[src/rtl/steer_pkg.sv]
package steer_pkg;
    localparam int NUM_PIPES = 4;
    localparam int NUM_SLOTS = 2;
    localparam int CLS_W     = 3;

    localparam int P_CPLX = 0;
    localparam int P_SMPL = 1;
    localparam int P_LDST = 2;
    localparam int P_FP   = 3;

    typedef enum logic [CLS_W-1:0] {
        CLS_SIMPLE = 3'd0,
        CLS_CPLX   = 3'd1,
        CLS_LDST   = 3'd2,
        CLS_FP     = 3'd3,
        CLS_STCX   = 3'd4,
        CLS_ISYNC  = 3'd5,
        CLS_RSV6   = 3'd6,
        CLS_RSV7   = 3'd7
    } cls_e;

    typedef logic [NUM_PIPES-1:0] pmask_t;

    typedef struct packed {
        pmask_t fixed;
        logic   flex;
        logic   legal;
        logic   slot0_only;
    } need_t;
endpackage

[src/rtl/steer_cls_dec.sv]
module steer_cls_dec
    import steer_pkg::*;
(
    input  logic [CLS_W-1:0] cls,
    output need_t            need
);
    always_comb begin
        need = '0;
        case (cls_e'(cls))
            CLS_SIMPLE: begin need.flex = 1'b1; need.legal = 1'b1; end
            CLS_CPLX:   begin need.fixed[P_CPLX] = 1'b1; need.legal = 1'b1; end
            CLS_LDST:   begin need.fixed[P_LDST] = 1'b1; need.legal = 1'b1; end
            CLS_FP:     begin need.fixed[P_FP] = 1'b1; need.legal = 1'b1; end
            CLS_STCX: begin
                need.fixed[P_CPLX] = 1'b1;
                need.fixed[P_LDST] = 1'b1;
                need.legal         = 1'b1;
                need.slot0_only    = 1'b1;
            end
            CLS_ISYNC:  begin need.fixed = '1; need.legal = 1'b1; end
            default:    need = '0;
        endcase
    end
endmodule

[src/rtl/steer_slot.sv]
module steer_slot
    import steer_pkg::*;
(
    input  logic   vld,
    input  need_t  need,
    input  logic   allow,
    input  pmask_t free,
    output logic   acc,
    output pmask_t used
);
    pmask_t want;
    logic   fits;

    always_comb begin
        want = '0;
        if (need.flex) begin
            if (free[P_CPLX])      want[P_CPLX] = 1'b1;
            else if (free[P_SMPL]) want[P_SMPL] = 1'b1;
            fits = (want != '0);
        end else begin
            want = need.fixed;
            fits = ((need.fixed & ~free) == '0);
        end
        acc  = vld && need.legal && allow && fits;
        used = acc ? want : '0;
    end
endmodule

[src/rtl/dual_issue_steer.sv]
module dual_issue_steer
    import steer_pkg::*;
#(
    parameter int TAG_W = 8
) (
    input  logic                       clk,
    input  logic                       rst_n,
    input  logic                       s0_vld,
    input  logic [CLS_W-1:0]           s0_cls,
    input  logic [TAG_W-1:0]           s0_tag,
    input  logic                       s1_vld,
    input  logic [CLS_W-1:0]           s1_cls,
    input  logic [TAG_W-1:0]           s1_tag,
    input  logic [NUM_PIPES-1:0]       pipe_free,
    output logic                       s0_acc,
    output logic                       s1_acc,
    output logic [NUM_PIPES-1:0]       disp_vld,
    output logic [NUM_PIPES*TAG_W-1:0] disp_tag
);
    localparam int TAGS_W = NUM_PIPES * TAG_W;

    typedef struct packed {
        pmask_t              vld;
        logic [TAGS_W-1:0]   tag;
    } disp_t;

    logic   [NUM_SLOTS-1:0]            vld_in;
    logic   [NUM_SLOTS-1:0][CLS_W-1:0] cls_in;
    logic   [NUM_SLOTS-1:0][TAG_W-1:0] tag_in;
    need_t  [NUM_SLOTS-1:0]            need;
    logic   [NUM_SLOTS-1:0]            acc;
    logic   [NUM_SLOTS-1:0]            allow;
    pmask_t [NUM_SLOTS-1:0]            used;
    pmask_t [NUM_SLOTS:0]              free_chain;

    disp_t disp_d, disp_q;

    assign vld_in        = {s1_vld, s0_vld};
    assign cls_in        = {s1_cls, s0_cls};
    assign tag_in        = {s1_tag, s0_tag};
    assign free_chain[0] = pipe_free;

    for (genvar i = 0; i < NUM_SLOTS; i++) begin : g_slot
        steer_cls_dec u_dec (.cls(cls_in[i]), .need(need[i]));

        if (i == 0) begin : g_head
            assign allow[i] = 1'b1;
        end else begin : g_tail
            // younger slot follows only behind an accepted older slot
            assign allow[i] = acc[i-1] && !need[i].slot0_only;
        end

        steer_slot u_slot (
            .vld  (vld_in[i]),
            .need (need[i]),
            .allow(allow[i]),
            .free (free_chain[i]),
            .acc  (acc[i]),
            .used (used[i])
        );

        assign free_chain[i+1] = free_chain[i] & ~used[i];
    end

    always_comb begin
        disp_d = '0;
        for (int p = 0; p < NUM_PIPES; p++) begin
            for (int i = NUM_SLOTS - 1; i >= 0; i--) begin
                if (used[i][p]) begin
                    disp_d.vld[p]                 = 1'b1;
                    disp_d.tag[p*TAG_W +: TAG_W]  = tag_in[i];
                end
            end
        end
    end

    always_ff @(posedge clk) begin
        if (!rst_n) disp_q <= '0;
        else        disp_q <= disp_d;
    end

    assign s0_acc   = acc[0];
    assign s1_acc   = acc[1];
    assign disp_vld = disp_q.vld;
    assign disp_tag = disp_q.tag;

    a_r8_in_order: assert property (@(posedge clk) disable iff (!rst_n)
        s1_acc |-> s0_acc);

    a_r6_stcx_slot0: assert property (@(posedge clk) disable iff (!rst_n)
        s1_acc |-> (s1_cls != CLS_STCX));

    a_r7_isync_alone: assert property (@(posedge clk) disable iff (!rst_n)
        (s0_acc && s0_cls == CLS_ISYNC) |-> !s1_acc);

    a_r5_stcx_both: assert property (@(posedge clk) disable iff (!rst_n)
        (s0_acc && s0_cls == CLS_STCX) |=> (disp_vld[P_CPLX] && disp_vld[P_LDST]));

    a_r13_only_free: assert property (@(posedge clk) disable iff (!rst_n)
        1'b1 |=> ((disp_vld & ~$past(pipe_free)) == '0));

    a_r11_reserved: assert property (@(posedge clk) disable iff (!rst_n)
        (s0_cls[2:1] == 2'b11) |-> !s0_acc);
endmodule

[config.mk]
export PLATFORM = sky130hd
export DESIGN_NAME = dual_issue_steer
export DESIGN_NICKNAME = d
export VERILOG_FILES = /design/src/rtl/steer_pkg.sv /design/src/rtl/steer_cls_dec.sv /design/src/rtl/steer_slot.sv /design/src/rtl/dual_issue_steer.sv
export SDC_FILE = /design/constraint.sdc
export NUM_CORES = 1
export LEC_CHECK = 0
export ABC_AREA = 0
export ABC_CLOCK_PERIOD_IN_PS = 2350
export CORE_MARGIN = 2
export CORE_UTILIZATION = 39
export CTS_CLUSTER_SIZE = 14
export DETAILED_ROUTE_END_ITERATION = 6
export HOLD_SLACK_MARGIN = 0.1
export PLACE_DENSITY = 0.81
export SLEW_MARGIN = 20
export SYNTH_ARGS = -nofsm -noshare
export SYNTH_HDL_FRONTEND = slang
export SYNTH_SLANG_ARGS = --single-unit
[constraint.sdc]
create_clock -name clk -period 2.35 [get_ports clk]
set_clock_uncertainty 0.05 [all_clocks]
set_input_delay 0.47 -clock clk [delete_from_list [all_inputs] [get_ports clk]]
set_output_delay 0.47 -clock clk [all_outputs]
set_load 0.1 [all_outputs]
==> qor.csv, run 1 <==
metric,value,unit
dr.first_iter.drc_count,311,
clk_path_buf_depth,2,
dr_wl_met3,356,um
p_leak,1.268,nW
synth_top_area_share,0.4111,
yosysMostFrequentCell,dfxtp_1,
synthTopCellsByArea,"dfxtp_1, o41ai_2, nand2_1, o31ai_1, a32o_1",
worstSetupEndpointType,output port,
power_density,525.5,nW/um^2
synth_edf_count,0,
initial_core_util,0.4026,
syn_nets,213,
cts.hold.buffers_added,0,
syn-cell-area,1753,um^2
dp_hpwl,3889,um
cts-root-buf,clkbuf_8,
wl_met2,2758,um
layout-drive-gt1-share,0.4236,
die_area,5047,um^2
yosys_most_used_dff,dfxtp_1,
n_antenna_cell,0,
antenna_found_initial,0,
fin_crit,2386,ps
rows,24,
wirelength,5589,um
grt_max_degree,19,
maxSlewHeadroom,0.3338,
rsz0062_at_grt,yes,
max_slew.worst_pin.slew,991.7,ps
die_y,71.04,um
die_w,71.04,um
cts_tree,yes,
worst_hold_path.endpoint,disp_vld[0],
first_global_vias,1868,
async_reset_ff_frac,0,
irDropWorstVdd,386.9,uV
cp.required,1830,ps
via_per_inst,5.538,
finalHoldViolations,0,
setup_ws,-35.60,ps
hold_start,pipe_free[0],
ys_types,46,
min_period_over_period,1.015,
fin_tns_setup,-35.60,ps
cp_max_fo,4,
fin_nets,317,
drc,0,
power.total,1.510,mW
synth_warnings,0,
syn_avg_cell_area,9.579,um^2
synth_top_cells_by_count,"dfxtp_1, nand2_1, inv_1",
core-area,4354,um^2
start_kind,primary input,
fmax,0.4192,GHz
cap_viol_max_count,0,
wire_per_inst,16.44,um
synth_seq_cells,36,
grt_pass1_wl,8742,um
clkTransAtPathRegs,70,ps
ys_seq_area_frac,0.4111,
overflow,0,
syn_to_final_growth,63.95,%
setup_viol,1,
register_area,720.7,um^2
min_path_cells,4,
port-buffer-count,67,
drt_pre_antenna_iters,4,
wl_met1,2406,um
crit_arrival,1870,ps
yosysTopAreaCell,dfxtp_1,
nFillCells,313,
htreeDepth,2,
cts.sinks,36,
multi_input_area,970.9,um^2
hold_class,in -> reg,
slew_violations,0,
critPathKind,in -> out,
ant_nets,0,
outcome,finished with violations,
track_usage,0.2194,
syn_inst,183,
place_congestion,0.9027,
violations,negative setup slack,
via_count,1883,
top_layer,met4,
cts_buffers,5,
io_pins,68,
==> worst max path at each step <==
| stage | startpoint | end | slack (ps) |
|---|---|---|---|
| floorplan | s0_cls[1] | s1_acc | -240 |
| global placement | s0_cls[0] | s1_acc | -460 |
| detailed placement | s0_cls[2] | disp_tag[22] | -500 |
| global route | s0_cls[0] | s1_acc | -70 |
| CTS | s0_cls[1] | s1_acc | -70 |
| finish | s0_cls[2] | s1_acc | -40 |
==> power breakdown <==
part	total (mW)	switching (mW)	internal (mW)
clock network	0.520	0.206	0.314
logic	0.369	0.217	0.152
registers	0.620	0.00227	0.618
==> layout by cell type (no fill, tap or decap), types with 3 or more instances in the layout <==
cell type,synthesis,final
buf_6,2,9
inv_1,15,14
xor2_1,3,3
o41ai_1,9,8
buf_4,1,73
buf_12,0,3
buf_2,4,4
a21o_1,3,3
a32o_1,8,8
o31ai_1,11,10
o41ai_2,8,8
nand2_1,25,25
clkbuf_8,0,5
nand3_1,9,9
clkdlybuf4s50_1,0,18
nor2_1,4,4
dfxtp_1,36,36
==> logic make-up (layout without fill, tap and decap cells) <==
group                  Yosys count  after routing  synth area share
AND/OR/NAND/NOR                 54             54            0.1535
flip-flops                      36             36            0.4111
multiplexers                     2              2           0.01142
XOR/XNOR                         3              3           0.01499
buffers and inverters           29            134           0.07637
AO/OA/AOI/OAI                   59             59            0.3326
==> layer usage <==
layer,vias to the layer above,global-route usage
li1,896,-
met1,889,0.2915
met2,89,0.3499
met3,9,0.04558
met4,0,0.08595
met5,-,0
==> worst max-delay path, cell delays in order <==
cell        delay (ps)
buf_6              110
buf_6              110
buf_6              110
a221o_1            360
o311a_1            170
o211ai_4           230
clkinvlp_4         130
buf_12             170
==> timing repair <==
item / CTS / global route
pin swaps: 9 / 7
resized for setup: 48 / 9
setup endpoints to repair: 33 / 1
buffers inserted: 10 / 2
==> cell type report <==
class	instances	share of cell area
timing repair buffer	111	0.3304
clock inverter	2	0.01219
tap	52	0.02264
clock buffer	6	0.02525
multi-input combinational	118	0.3378
inverter	15	0.02090
sequential	36	0.2508
==> sequential cells by signal, indices dropped and copies added, names as in the netlist <==
register	cells
disp_tag	32
disp_vld	4
==> stage by stage <==
step                      worst slack, ps  instances  hold WS, ps  cell area, um^2  utilization
after floorplan                    -241.0        183        523.2             1804            -
after global placement             -459.3        320        914.7             2618       0.6011
after detailed placement           -501.4        320        915.0             2618       0.6011
after CTS                          -66.58        338        601.9             2833       0.6506
after global routing               -67.39        340        687.3             2874       0.6601
final                              -35.60        340        668.7             2874       0.6601
Note: power is estimated with default switching activity, not from simulation.
==> run 2: changes to the inputs <==
--- a/config.mk
+++ b/config.mk
@@ -9,6 +9,7 @@
 export ABC_CLOCK_PERIOD_IN_PS = 2350
 export CORE_MARGIN = 2
 export CORE_UTILIZATION = 39
+export CTS_CLUSTER_DIAMETER = 30
 export CTS_CLUSTER_SIZE = 14
 export DETAILED_ROUTE_END_ITERATION = 6
 export HOLD_SLACK_MARGIN = 0.1
==> results of run 2 <==
No change in the layout: final DEF, timing and power equal those of run 1.
==> run 3: changes to the inputs <==
--- a/config.mk
+++ b/config.mk
@@ -14,7 +14,7 @@
 export DETAILED_ROUTE_END_ITERATION = 6
 export HOLD_SLACK_MARGIN = 0.1
 export PLACE_DENSITY = 0.81
-export SLEW_MARGIN = 20
+export SLEW_MARGIN = 0
 export SYNTH_ARGS = -nofsm -noshare
 export SYNTH_HDL_FRONTEND = slang
 export SYNTH_SLANG_ARGS = --single-unit
==> results of run 3 <==
No change in the layout: final DEF, timing and power equal those of run 1.
